`src/rtl/mcl_pkg.sv`:
```
package mcl_pkg;

    typedef enum logic [4:0] {
        ST_INV, ST_SHR, ST_MOD,
        ST_I2S_D, ST_I2S_D_X,
        ST_I2M_AD, ST_I2M_A, ST_I2M_A_S, ST_I2M_A_SX, ST_I2M_A_X,
        ST_S2M_AD, ST_S2M_A, ST_S2M_A_S, ST_S2M_A_SX, ST_S2M_A_X,
        ST_M2I_A, ST_S2I_A, ST_X2I_A
    } line_st_e;

    typedef enum logic [1:0] {OP_LOAD, OP_STORE, OP_EVICT, OP_NONE} cpu_op_e;
    typedef enum logic [1:0] {FW_GETS, FW_GETM, FW_INV, FW_PUTACK} fwd_e;
    typedef enum logic       {RS_DATA, RS_IACK} rsp_e;
    typedef enum logic [1:0] {RQ_GETS, RQ_GETM, RQ_PUTS, RQ_PUTM} req_e;

    typedef struct packed {
        logic req_v;
        req_e req_kind;
        logic dat_req;
        logic dat_dir;
        logic iack;
    } act_t;

    function automatic logic is_stable(line_st_e s);
        return s inside {ST_INV, ST_SHR, ST_MOD};
    endfunction

    function automatic logic is_fill(line_st_e s);
        return s inside {ST_I2M_AD, ST_S2M_AD};
    endfunction

    function automatic logic is_gather(line_st_e s);
        return s inside {ST_I2M_A, ST_I2M_A_S, ST_I2M_A_SX, ST_I2M_A_X,
                         ST_S2M_A, ST_S2M_A_S, ST_S2M_A_SX, ST_S2M_A_X};
    endfunction

    function automatic logic cpu_ok(line_st_e s, cpu_op_e op);
        return is_stable(s) || ((s inside {ST_S2M_AD, ST_S2M_A}) && op == OP_LOAD);
    endfunction

    function automatic logic fwd_wait(line_st_e s, fwd_e k);
        return is_fill(s) && (k inside {FW_GETS, FW_GETM});
    endfunction

    function automatic logic fwd_legal(line_st_e s, fwd_e k);
        case (k)
            FW_GETS, FW_GETM: return s inside {ST_I2M_A, ST_S2M_A, ST_MOD, ST_M2I_A};
            FW_INV:    return s inside {ST_SHR, ST_I2S_D, ST_S2M_AD, ST_I2M_A_S,
                                        ST_S2M_A_S, ST_S2I_A};
            default:   return s inside {ST_M2I_A, ST_S2I_A, ST_X2I_A};
        endcase
    endfunction

    function automatic logic rsp_legal(line_st_e s, rsp_e k);
        if (k == RS_DATA) return s inside {ST_I2S_D, ST_I2S_D_X, ST_I2M_AD, ST_S2M_AD};
        return is_fill(s) || is_gather(s);
    endfunction

endpackage

```
`src/rtl/mcl_arbiter.sv`:
```
module mcl_arbiter
    import mcl_pkg::*;
(
    input  logic     clk,
    input  logic     rst,
    input  line_st_e st,
    input  logic     cpu_valid,
    input  cpu_op_e  cpu_op,
    input  logic     fwd_valid,
    input  fwd_e     fwd_kind,
    input  logic     rsp_valid,
    output logic     take_cpu,
    output logic     take_fwd,
    output logic     take_rsp,
    output logic     fwd_ready,
    output logic     cpu_stall
);
    always_comb begin
        take_rsp  = rsp_valid;
        fwd_ready = !rsp_valid && !fwd_wait(st, fwd_kind);
        take_fwd  = fwd_valid && fwd_ready;
        take_cpu  = cpu_valid && !rsp_valid && !fwd_valid && cpu_ok(st, cpu_op);
        cpu_stall = cpu_valid && !take_cpu;
    end

    // at most one event consumed per cycle
    a_r13_single_take: assert property (@(posedge clk) disable iff (rst)
        $onehot0({take_rsp, take_fwd, take_cpu}));

    // stores never proceed in a transient state
    a_r12_store_stalls: assert property (@(posedge clk) disable iff (rst)
        (cpu_valid && cpu_op == OP_STORE && !is_stable(st)) |-> cpu_stall);
endmodule

```
`src/rtl/mcl_ack_counter.sv`:
```
module mcl_ack_counter
    import mcl_pkg::*;
#(
    parameter int NCACHES = 8,
    localparam int AW = $clog2(NCACHES),
    localparam int CW = AW + 1
) (
    input  logic          clk,
    input  logic          rst,
    input  logic          dec,
    input  logic          load,
    input  logic [AW-1:0] acks,
    output logic          dec_zero,
    output logic          sum_zero,
    output logic          idle
);
    logic signed [CW-1:0] cnt_q;
    logic signed [CW-1:0] sum;

    assign sum      = cnt_q + $signed({1'b0, acks});
    assign dec_zero = (cnt_q == CW'(1));
    assign sum_zero = (sum == '0);
    assign idle     = (cnt_q == '0);

    always_ff @(posedge clk) begin
        if (rst)       cnt_q <= '0;
        else if (load) cnt_q <= sum;
        else if (dec)  cnt_q <= cnt_q - CW'(1);
    end

    // outstanding count stays within the number of other caches
    a_r4_cnt_range: assert property (@(posedge clk) disable iff (rst)
        (cnt_q <= $signed(CW'(NCACHES - 1))) && (cnt_q >= -$signed(CW'(NCACHES - 1))));
endmodule

```
`src/rtl/mcl_next_state.sv`:
```
module mcl_next_state
    import mcl_pkg::*;
(
    input  line_st_e st,
    input  logic     take_cpu,
    input  cpu_op_e  cpu_op,
    input  logic     take_fwd,
    input  fwd_e     fwd_kind,
    input  logic     take_rsp,
    input  rsp_e     rsp_kind,
    input  logic     dec_zero,
    input  logic     sum_zero,
    output line_st_e nxt,
    output act_t     act
);
    logic data_in, last_ack;
    assign data_in  = take_rsp && rsp_kind == RS_DATA;
    assign last_ack = take_rsp && rsp_kind == RS_IACK && dec_zero;

    always_comb begin
        nxt = st;
        act = '0;
        if (take_rsp) begin
            case (st)
                ST_I2S_D:   if (data_in) nxt = ST_SHR;
                ST_I2S_D_X: if (data_in) nxt = ST_INV;
                ST_I2M_AD:  if (data_in) nxt = sum_zero ? ST_MOD : ST_I2M_A;
                ST_S2M_AD:  if (data_in) nxt = sum_zero ? ST_MOD : ST_S2M_A;
                ST_I2M_A, ST_S2M_A: if (last_ack) nxt = ST_MOD;
                ST_I2M_A_S, ST_S2M_A_S: if (last_ack) begin
                    nxt = ST_SHR; act.dat_req = 1'b1; act.dat_dir = 1'b1;
                end
                ST_I2M_A_SX, ST_S2M_A_SX: if (last_ack) begin
                    nxt = ST_INV; act.dat_req = 1'b1; act.dat_dir = 1'b1;
                end
                ST_I2M_A_X, ST_S2M_A_X: if (last_ack) begin
                    nxt = ST_INV; act.dat_req = 1'b1;
                end
                default: ;
            endcase
        end else if (take_fwd) begin
            case (st)
                ST_I2S_D:  if (fwd_kind == FW_INV) begin nxt = ST_I2S_D_X; act.iack = 1'b1; end
                ST_SHR:    if (fwd_kind == FW_INV) begin nxt = ST_INV;     act.iack = 1'b1; end
                ST_S2M_AD: if (fwd_kind == FW_INV) begin nxt = ST_I2M_AD;  act.iack = 1'b1; end
                ST_I2M_A_S: if (fwd_kind == FW_INV) begin nxt = ST_I2M_A_SX; act.iack = 1'b1; end
                ST_S2M_A_S: if (fwd_kind == FW_INV) begin nxt = ST_S2M_A_SX; act.iack = 1'b1; end
                ST_I2M_A: if (fwd_kind == FW_GETS) nxt = ST_I2M_A_S;
                          else if (fwd_kind == FW_GETM) nxt = ST_I2M_A_X;
                ST_S2M_A: if (fwd_kind == FW_GETS) nxt = ST_S2M_A_S;
                          else if (fwd_kind == FW_GETM) nxt = ST_S2M_A_X;
                ST_MOD: if (fwd_kind == FW_GETS) begin
                            nxt = ST_SHR; act.dat_req = 1'b1; act.dat_dir = 1'b1;
                        end else if (fwd_kind == FW_GETM) begin
                            nxt = ST_INV; act.dat_req = 1'b1;
                        end
                ST_M2I_A: if (fwd_kind == FW_GETS) begin
                              nxt = ST_S2I_A; act.dat_req = 1'b1; act.dat_dir = 1'b1;
                          end else if (fwd_kind == FW_GETM) begin
                              nxt = ST_X2I_A; act.dat_req = 1'b1;
                          end else if (fwd_kind == FW_PUTACK) nxt = ST_INV;
                ST_S2I_A: if (fwd_kind == FW_INV) begin nxt = ST_X2I_A; act.iack = 1'b1; end
                          else if (fwd_kind == FW_PUTACK) nxt = ST_INV;
                ST_X2I_A: if (fwd_kind == FW_PUTACK) nxt = ST_INV;
                default: ;
            endcase
        end else if (take_cpu) begin
            case (st)
                ST_INV: if (cpu_op == OP_LOAD) begin
                            nxt = ST_I2S_D; act.req_v = 1'b1; act.req_kind = RQ_GETS;
                        end else if (cpu_op == OP_STORE) begin
                            nxt = ST_I2M_AD; act.req_v = 1'b1; act.req_kind = RQ_GETM;
                        end
                ST_SHR: if (cpu_op == OP_STORE) begin
                            nxt = ST_S2M_AD; act.req_v = 1'b1; act.req_kind = RQ_GETM;
                        end else if (cpu_op == OP_EVICT) begin
                            nxt = ST_S2I_A; act.req_v = 1'b1; act.req_kind = RQ_PUTS;
                        end
                ST_MOD: if (cpu_op == OP_EVICT) begin
                            nxt = ST_M2I_A; act.req_v = 1'b1; act.req_kind = RQ_PUTM;
                            act.dat_dir = 1'b1;
                        end
                default: ;
            endcase
        end
    end
endmodule

```
`src/rtl/msi_line_ctrl.sv`:
```
module msi_line_ctrl
    import mcl_pkg::*;
#(
    parameter int NCACHES = 8,
    localparam int AW = $clog2(NCACHES)
) (
    input  logic          clk,
    input  logic          rst,
    input  logic          cpu_valid,
    input  logic [1:0]    cpu_op,
    output logic          cpu_stall,
    input  logic          fwd_valid,
    input  logic [1:0]    fwd_kind,
    output logic          fwd_ready,
    input  logic          rsp_valid,
    input  logic          rsp_kind,
    input  logic [AW-1:0] rsp_acks,
    output logic          req_valid,
    output logic [1:0]    req_kind,
    output logic          data_to_req,
    output logic          data_to_dir,
    output logic          inv_ack_out
);
    line_st_e st_q, st_d;
    act_t     act_d, act_q;
    cpu_op_e  op;
    fwd_e     fk;
    rsp_e     rk;
    logic     take_cpu, take_fwd, take_rsp;
    logic     dec_zero, sum_zero, cnt_idle;

    assign op = cpu_op_e'(cpu_op);
    assign fk = fwd_e'(fwd_kind);
    assign rk = rsp_e'(rsp_kind);

    mcl_arbiter u_arb (
        .clk(clk), .rst(rst), .st(st_q),
        .cpu_valid(cpu_valid), .cpu_op(op),
        .fwd_valid(fwd_valid), .fwd_kind(fk), .rsp_valid(rsp_valid),
        .take_cpu(take_cpu), .take_fwd(take_fwd), .take_rsp(take_rsp),
        .fwd_ready(fwd_ready), .cpu_stall(cpu_stall)
    );

    mcl_ack_counter #(.NCACHES(NCACHES)) u_cnt (
        .clk(clk), .rst(rst),
        .dec (take_rsp && rk == RS_IACK && (is_fill(st_q) || is_gather(st_q))),
        .load(take_rsp && rk == RS_DATA && is_fill(st_q)),
        .acks(rsp_acks),
        .dec_zero(dec_zero), .sum_zero(sum_zero), .idle(cnt_idle)
    );

    mcl_next_state u_ns (
        .st(st_q), .take_cpu(take_cpu), .cpu_op(op),
        .take_fwd(take_fwd), .fwd_kind(fk),
        .take_rsp(take_rsp), .rsp_kind(rk),
        .dec_zero(dec_zero), .sum_zero(sum_zero),
        .nxt(st_d), .act(act_d)
    );

    always_ff @(posedge clk) begin
        if (rst) begin
            st_q  <= ST_INV;
            act_q <= '0;
        end else begin
            st_q  <= st_d;
            act_q <= act_d;
        end
    end

    assign req_valid   = act_q.req_v;
    assign req_kind    = act_q.req_kind;
    assign data_to_req = act_q.dat_req;
    assign data_to_dir = act_q.dat_dir;
    assign inv_ack_out = act_q.iack;

    // only messages defined for the current state are accepted
    a_r13_fwd_legal: assert property (@(posedge clk) disable iff (rst)
        take_fwd |-> fwd_legal(st_q, fk));
    a_r13_rsp_legal: assert property (@(posedge clk) disable iff (rst)
        take_rsp |-> rsp_legal(st_q, rk));

    // no acks are outstanding in a stable state
    a_r1_idle_count: assert property (@(posedge clk) disable iff (rst)
        is_stable(st_q) |-> cnt_idle);

    // the last ack of a gather always lands in a stable state
    a_r5_last_ack_exits: assert property (@(posedge clk) disable iff (rst)
        (is_gather(st_q) && take_rsp && rk == RS_IACK && dec_zero) |=> is_stable(st_q));

    // a request to the directory never coincides with an outgoing inv ack
    a_r12_req_excl: assert property (@(posedge clk) disable iff (rst)
        !(req_valid && inv_ack_out));
endmodule

```
`config.mk`:
```
export PLATFORM = sky130hd
export DESIGN_NAME = msi_line_ctrl
export DESIGN_NICKNAME = d
export VERILOG_FILES = /design/src/rtl/mcl_pkg.sv /design/src/rtl/mcl_arbiter.sv /design/src/rtl/mcl_ack_counter.sv /design/src/rtl/mcl_next_state.sv /design/src/rtl/msi_line_ctrl.sv
export SDC_FILE = /design/constraint.sdc
export NUM_CORES = 1
export LEC_CHECK = 0
export BUFFER_PORTS_ARGS = -buffer_cell sky130_fd_sc_hd__buf_2
export CAP_MARGIN = 20
export CORE_MARGIN = 1
export CORE_UTILIZATION = 45
export CTS_CLUSTER_DIAMETER = 30
export DETAILED_ROUTE_END_ITERATION = 10
export PLACE_DENSITY = 0.69
export SLEW_MARGIN = 40
export SYNTH_ARGS = -nofsm -noshare
export SYNTH_HDL_FRONTEND = slang
export SYNTH_SLANG_ARGS = --single-unit
```
`constraint.sdc`:
```
create_clock -name clk -period 2 [get_ports clk]
set_input_delay 0.3 -clock clk [delete_from_list [all_inputs] [get_ports clk]]
set_output_delay 0.3 -clock clk [all_outputs]
set_load 0.02 [all_outputs]
```
==> impl_metrics.csv, run 1 <==
group,metric,value,unit
grt,initial_antenna_violation_count,0,
pwr,power_density,583.3,nW/um^2
sta,layout_min_cycle_time,2.152,ns
detailed_routing,avgRoutedWirePerCell,18.47,um
sta,grt_setup_unrepaired,"true",
grt,grt_pass1_wl,11980,um
sta,tightestPinTransition,0.5115,ns
place,detailed_place.area,2633,sq um
place,place.port_buffers,20,
setup_path,critical_path_startpoint,"st_q[0]$_SDFFE_PP0P_",
synth,post_synth_instance_area,2001,sq um
grt,grt.total_usage,0.3495,
detailed_routing,drt-initial-drc-count,307,
worst_hold_path,hold_crit_class,"input pin to flop",
status,violations,"negative setup slack",
place,detailed_place_hpwl,5212,um
cts,cts_max_level,1,
floorplanning,initial_core_util,0.4828,
finish,final_nets,391,
floorplanning,floorplan.core_area,4144,sq um
pwr,leakagePower,1.279,nW
cts,ctsRootBufferMaster,"sky130_fd_sc_hd__clkbuf_8",
sta,finalWorstSetupSlack,-0.1516,ns
grt,vias_in_the_first_global_route,2482,
grt,globalRoute.totalOverflow,0,
detailed_routing,vias,2582,
floorplanning,die_x,68.68,um
pwr,p_total,1.774,mW
sta,setup_tns,-0.5024,ns
cts,ctsLongestPathBuffers,2,
finish,fillCellCount,328,
synth,synth_top_area_cell,"sky130_fd_sc_hd__dfxtp_1",
finish,design_area,3042,sq um
setup_path,largest_fanout_on_the_critical_path,7,
sta,fin_worst_skew,0.002871,ns
cts,clock_sink_total,15,
floorplanning,die_h,68.68,um
setup_path,cp.required,2.13,ns
sta,slew_violations,0,
synth,ys.flop_type,"sky130_fd_sc_hd__dfxtp_1",
floorplanning,rows,23,
setup_path,capturing_element_type_of_the_critical_path,"flop",
sta,finalHoldViolations,0,
status,run_status,"complete, but fails checks",
finish,layout-drive-gt1-share,0.4508,
sta,layout_worst_path_cycle_share,1.076,
sta,timing.slew.headroom,0.6590,
synth,synth.area.top_cells,"sky130_fd_sc_hd__dfxtp_1 15%, sky130_fd_sc_hd__ha_1 6.3%, sky130_fd_sc_hd__a21oi_1 6.0%",
sta,finalSetupViolCount,5,
synth,synthArstFlopShare,0,
synth,yosysUniqueCellTypes,62,
detailed_routing,ant_nets,0,
detailed_routing,drc,0,
detailed_routing,vias_per_cell,6.207,
setup_path,worst_setup_path_endpoint,"st_q[3]$_SDFFE_PP0P_",
detailed_routing,detail_route.wirelength,7683,um
flow_run,max-cap-violations,0,
synth,yosysSeqAreaShare,0.1501,
cts,cts_tree,"yes",
synth,postSynthCellCount,272,
floorplanning,dieArea,4716,sq um
sta,max_freq,464.8,MHz
synth,ys_seq_elements,15,
synth,yosysTopAreaCellShare,0.1501,
detailed_routing,drt_first_pass_iters,6,
setup_path,rr_endpoint,"st_q[3]$_SDFFE_PP0P_",
finish,mostFrequentLayoutCells,"77 x sky130_fd_sc_hd__buf_4, 27 x sky130_fd_sc_hd__nor2_1, 23 x sky130_fd_sc_hd__a21oi_1",
setup_path,worst_r2r_startpoint,"st_q[0]$_SDFFE_PP0P_",
setup_path,r2r.worst_path.cells,9,
cts,worst_skew_pair.late_latency,0.26,ns
place,gp_congestion,1.117,
setup_path,reg2reg_slack,-0.15,ns
finish,num_antenna_cells,0,
pwr,power.ir.vdd_worst,413.6,uV
synth,syn_avg_cell_area,7.355,sq um
cts,clk_pin_slew_worst_paths,0.07,ns
grt,grt_max_degree,16,
setup_path,critical_path_arrival,2.28,ns
setup_path,worst-setup-path-type,"flop to flop",
finish,area_growth,52.03,%
cts,cts-hold-fix-buffers,0,
synth,ys_warn_count,0,
cts,cts_buffers,3,
setup_path,timing.critical_path.from_type,"flop",
synth,synthesis.nets,296,
synth,synth_enable_flop_cells,0,
finish,most_common_cell_after_layout_fill_and_taps_aside,"sky130_fd_sc_hd__buf_4",
floorplanning,boundaryPins,21,
sta,worst_hold_slack,0.4164,ns
==> worst max-delay path, cell delays in order, from the launching register on <==
cell and delay [ns]:
sky130_fd_sc_hd__dfxtp_4 0.39, sky130_fd_sc_hd__buf_12 0.14, sky130_fd_sc_hd__buf_4 0.11, sky130_fd_sc_hd__xor2_1 0.16, sky130_fd_sc_hd__a32o_2 0.16, sky130_fd_sc_hd__a41oi_2 0.14, sky130_fd_sc_hd__o31a_1 0.19, sky130_fd_sc_hd__a211oi_4 0.36
sky130_fd_sc_hd__mux2i_1 0.30, sky130_fd_sc_hd__nor2_1 0.08
==> state kept, by name, indices dropped and copies added (netlist names) <==
signal / count
st_q: 5
u_cnt.cnt_q: 4
req_kind: 2
data_to_dir: 1
data_to_req: 1
inv_ack_out: 1
req_valid: 1
==> power by group <==
| group | total [mW] | internal [mW] | switching, mW |
|---|---|---|---|
| logic | 1.15 | 0.571 | 0.578 |
| registers | 0.363 | 0.322 | 0.0406 |
| clock network | 0.262 | 0.138 | 0.124 |
| total | 1.77 | 1.03 | 0.742 |
==> area by class of cell <==
cell class / count / area [sq um] / area share
Multi-Input combinational cell: 225 / 1705 / 0.5607
Inverter: 12 / 45.04 / 0.01481
Timing Repair Buffer: 110 / 862.1 / 0.2834
Sequential cell: 15 / 320.3 / 0.1053
Clock buffer: 3 / 41.29 / 0.01357
Tap cell: 50 / 62.56 / 0.02057
Clock inverter: 1 / 5.005 / 0.001645
==> metrics by stage <==
stage / setup slack [ns] / cells / util
after detailed placement: -0.2005 / 399 / 0.6353
final: -0.1516 / 416 / 0.7340
after global routing: -0.1853 / 416 / 0.7340
after CTS: -0.06600 / 415 / 0.7162
after global placement: -0.1731 / 399 / 0.6353
after floorplan: 0.0009790 / 272 / -
==> worst min path at each step <==
stage / from / cells past startpoint / end
6_report: fwd_kind[1] / 3 / data_to_req$_SDFF_PP0_
3_5_place_dp: u_cnt.cnt_q[1]$_SDFFE_PP0P_ / 3 / u_cnt.cnt_q[1]$_SDFFE_PP0P_
5_1_grt: fwd_kind[1] / 3 / data_to_req$_SDFF_PP0_
2_1_floorplan: rsp_valid / 3 / inv_ack_out$_SDFF_PP0_
3_3_place_gp: u_cnt.cnt_q[1]$_SDFFE_PP0P_ / 3 / u_cnt.cnt_q[1]$_SDFFE_PP0P_
4_1_cts: rst / 2 / u_cnt.cnt_q[3]$_SDFFE_PP0P_
==> metal layers <==
| layer | share of wire | wire (um) | up-vias | global-route usage |
|---|---|---|---|---|
| met3 | 0.089 | 684 | 43 | 0.07566 |
| met4 | 0.056 | 431 | 0 | 0.1979 |
| met2 | 0.47 | 3592 | 149 | 0.5723 |
| met1 | 0.39 | 2976 | 1199 | 0.4195 |
| met5 | 0 | 0 | - | 0 |
| li1 | - | - | 1191 | - |
==> logic make-up (layout without fill, tap and decap cells) <==
| logic type | count (synthesis) | after routing | share of synthesized area |
|---|---|---|---|
| AOI/OAI and AO/OA | 83 | 83 | 0.2946 |
| DFF | 15 | 15 | 0.1501 |
| and+or+nand+nor | 118 | 118 | 0.3296 |
| adders and majority gates | 11 | 11 | 0.07255 |
| xor gates and xnor gates | 5 | 5 | 0.02189 |
| buffers and inverters | 32 | 126 | 0.09005 |
| muxes | 8 | 8 | 0.04128 |
==> synth_stat cells, drive strengths merged, types with 3 or more instances <==
library cell and n:
xnor2 3, mux2i 6, ha 10, a22oi 4, nor3 14, a21o 3, nor2 31, a32oi 3
nor2b 8, nand2b 8, nand4 4, and2 4, nor4b 3, buf 15, dfxtp 15, o21ai 17
nand3 9, nor4 4, or2 3, a2111oi 3, a21oi 24, inv 12, clkbuf 5, a211oi 4
o22ai 4, nand2 19
==> timing repair <==
action | CTS | global route
cloned | 0 | 0
resized for setup | 54 | 14
buffers inserted | 12 | 1
endpoints found under the setup margin | 10 | 9
pin swaps | 17 | 14
(Power assumes the default switching activity.)
==> run 2: changes to the inputs <==
--- a/config.mk
+++ b/config.mk
@@ -5,7 +5,7 @@
 export SDC_FILE = /design/constraint.sdc
 export NUM_CORES = 1
 export LEC_CHECK = 0
-export BUFFER_PORTS_ARGS = -buffer_cell sky130_fd_sc_hd__buf_2
+export BUFFER_PORTS_ARGS = -buffer_cell sky130_fd_sc_hd__clkbuf_2
 export CAP_MARGIN = 20
 export CORE_MARGIN = 1
 export CORE_UTILIZATION = 45
==> run 2 against run 1 <==
The flow still finishes with violations (negative setup slack). Clock skew is 0.0059 ns higher. Largest cell class unchanged. Final cell count is 2.9% higher. Sequential share of layout area is 0.17 points lower. Global-route usage is 2.7 points lower. Register-to-register slack worse by 0.16 ns. Setup slack worse by 0.16 ns. Via count is 5.3% higher.
==> impl_metrics.csv, run 2 (synthesis results as in run 1) <==
group,metric,value,unit
cts,cts-hold-fix-buffers,0,
setup_path,delay_contributed_by_the_slowest_stage_of_the_critical_path,0.39,ns
finish,final-seq-area,320.3,sq um
finish,fillCellCount,308,
worst_hold_path,hold_crit_class,"input pin to flop",
sta,slew_violations,0,
setup_path,cp.required,2.13,ns
place,place.port_buffers,20,
pwr,power.ir.vdd_worst,421.3,uV
setup_path,critical_path.top_delay_family,"compound AO/OA/AOI/OAI gates",
setup_path,timing.critical_path.from_type,"flop",
sta,layout_worst_path_cycle_share,1.158,
floorplanning,floorplan.core_area,4144,sq um
setup_path,timing.critical_path.buf_inv,1,
pwr,p_total,1.781,mW
cts,clk_pin_slew_worst_paths,0.07,ns
finish,mostFrequentLayoutCells,"92 x sky130_fd_sc_hd__buf_4, 30 x sky130_fd_sc_hd__nor2_1, 22 x sky130_fd_sc_hd__a21oi_1",
detailed_routing,drt-initial-drc-count,332,
place,detailed_place.area,2705,sq um
setup_path,largest_fanout_on_the_critical_path,14,
status,violations,"negative setup slack",
sta,finalSetupViolCount,5,
status,run_status,"complete, but fails checks",
cts,cts_buffers,3,
grt,grt.total_usage,0.3221,
setup_path,worst-setup-path-type,"flop to flop",
finish,largest_register_ff_count,5,
finish,area_growth,54.60,%
grt,grt_pass1_wl,10980,um
pwr,power_density,575.8,nW/um^2
grt,initial_antenna_violation_count,0,
setup_path,critical_path_arrival,2.45,ns
place,gp_congestion,0.9849,
sta,finalHoldViolations,0,
grt,grt_max_degree,16,
sta,max_freq,431.7,MHz
finish,most_common_cell_after_layout_fill_and_taps_aside,"sky130_fd_sc_hd__buf_4",
flow_run,max-cap-violations,0,
finish,top_register,"st_q",
finish,layout-drive-gt1-share,0.4524,
setup_path,worst_path_max_delay_cell,"sky130_fd_sc_hd__dfxtp_4",
floorplanning,rows,23,
sta,tightestPinTransition,0.4163,ns
sta,fin_worst_skew,0.008811,ns
cts,ctsLongestPathBuffers,2,
floorplanning,dieArea,4716,sq um
setup_path,critical_path.cell_chain,"buf_6 -> nor3_1 -> o21ai_0 -> a32oi_2 -> o21bai_4 -> a211oi_4 -> mux2i_1 -> nor2_1",
floorplanning,die_h,68.68,um
sta,timing.slew.headroom,0.7219,
finish,design_area,3093,sq um
detailed_routing,detail_route.wirelength,7942,um
cts,clock_sink_total,15,
sta,grt_setup_unrepaired,"true",
detailed_routing,avgRoutedWirePerCell,18.56,um
floorplanning,initial_core_util,0.4828,
cts,ctsRootBufferMaster,"sky130_fd_sc_hd__clkbuf_8",
finish,num_antenna_cells,0,
finish,final_nets,403,
detailed_routing,drt_first_pass_iters,7,
place,detailed_place_hpwl,5355,um
detailed_routing,vias_per_cell,6.350,
floorplanning,die_x,68.68,um
pwr,leakagePower,1.308,nW
floorplanning,boundaryPins,21,
detailed_routing,drc,0,
sta,layout_min_cycle_time,2.316,ns
grt,vias_in_the_first_global_route,2326,
sta,finalWorstSetupSlack,-0.3164,ns
finish,multi_input_area,1719,sq um
cts,cts_tree,"yes",
grt,globalRoute.totalOverflow,0,
cts,worst_skew_pair.late_latency,0.26,ns
detailed_routing,vias,2718,
detailed_routing,ant_nets,0,
cts,cts_max_level,1,
setup_path,capturing_element_type_of_the_critical_path,"flop",
run 2: cell types whose count changed in the layout (fill, tap and decap cells not counted), sizes merged:
cell	before	now
buf	110	101
a211oi	4	5
clkbuf	3	23
run 2: cell type report:
type / count / area share
clock buffers: 3 / 0.01335
clock inverters: 1 / 0.001618
inverters: 12 / 0.01456
multi-input cells: 226 / 0.5558
flip-flops and latches: 15 / 0.1036
well taps: 50 / 0.02023
repair buffers: 121 / 0.2909
run 2: through the flow:
stage          hold slack (ns)  utilization  cells  setup WS [ns]  TNS [ns]
5_1_grt                 0.4317       0.7464    428        -0.4072    -1.526
2_1_floorplan           0.4941            -    272      0.0009790         0
6_report                0.3944       0.7464    428        -0.3164    -1.140
3_3_place_gp            0.5728       0.6528    412        -0.2127   -0.6469
4_1_cts                 0.4033       0.6929    421       -0.06102   -0.1149
3_5_place_dp            0.5776       0.6528    412        -0.2642    -1.120
run 2: power by group:
part / internal [mW] / total, mW / switching [mW]
logic: 0.560 / 1.15 / 0.586
registers: 0.322 / 0.370 / 0.0475
clock network: 0.139 / 0.265 / 0.126
total: 1.02 / 1.78 / 0.760
run 2: worst register-to-register path, delay by kind of cell, from the launching register on:
family | cells | cell delay [ns]
AO/OA/AOI/OAI | 4 | 1.03
flip-flops | 1 | 0.39
AND/OR/NAND/NOR | 2 | 0.34
multiplexers | 1 | 0.27
buffers and inverters | 1 | 0.17
run 2: what timing repair did:
action	in CTS	in global routing
cloned	1	0
endpoints found under the setup margin	8	10
pin swaps	10	15
gates resized for setup	23	36
buffers inserted	4	7
run 2: per-layer routing:
metal / vias up / wire, um / GRT usage
met5: - / 0 / 0
met4: 0 / 360 / 0.1406
met3: 39 / 832 / 0.07072
met2: 181 / 3676 / 0.5270
met1: 1280 / 3072 / 0.4022
li1: 1218 / - / -
run 2: final timing paths:
| check | startpoint | endpoint | slack (ns) | cells past startpoint |
|---|---|---|---|---|
| worst min-delay path | fwd_kind[1] | data_to_req$_SDFF_PP0_ | 0.39 | 3 |
| worst max-delay path | st_q[2]$_SDFFE_PP0P_ | st_q[3]$_SDFFE_PP0P_ | -0.32 | 8 |
| worst max register to register | st_q[2]$_SDFFE_PP0P_ | st_q[3]$_SDFFE_PP0P_ | -0.32 | 8 |
| worst min register to register | u_cnt.cnt_q[2]$_SDFFE_PP0P_ | u_cnt.cnt_q[2]$_SDFFE_PP0P_ | 0.60 | 2 |
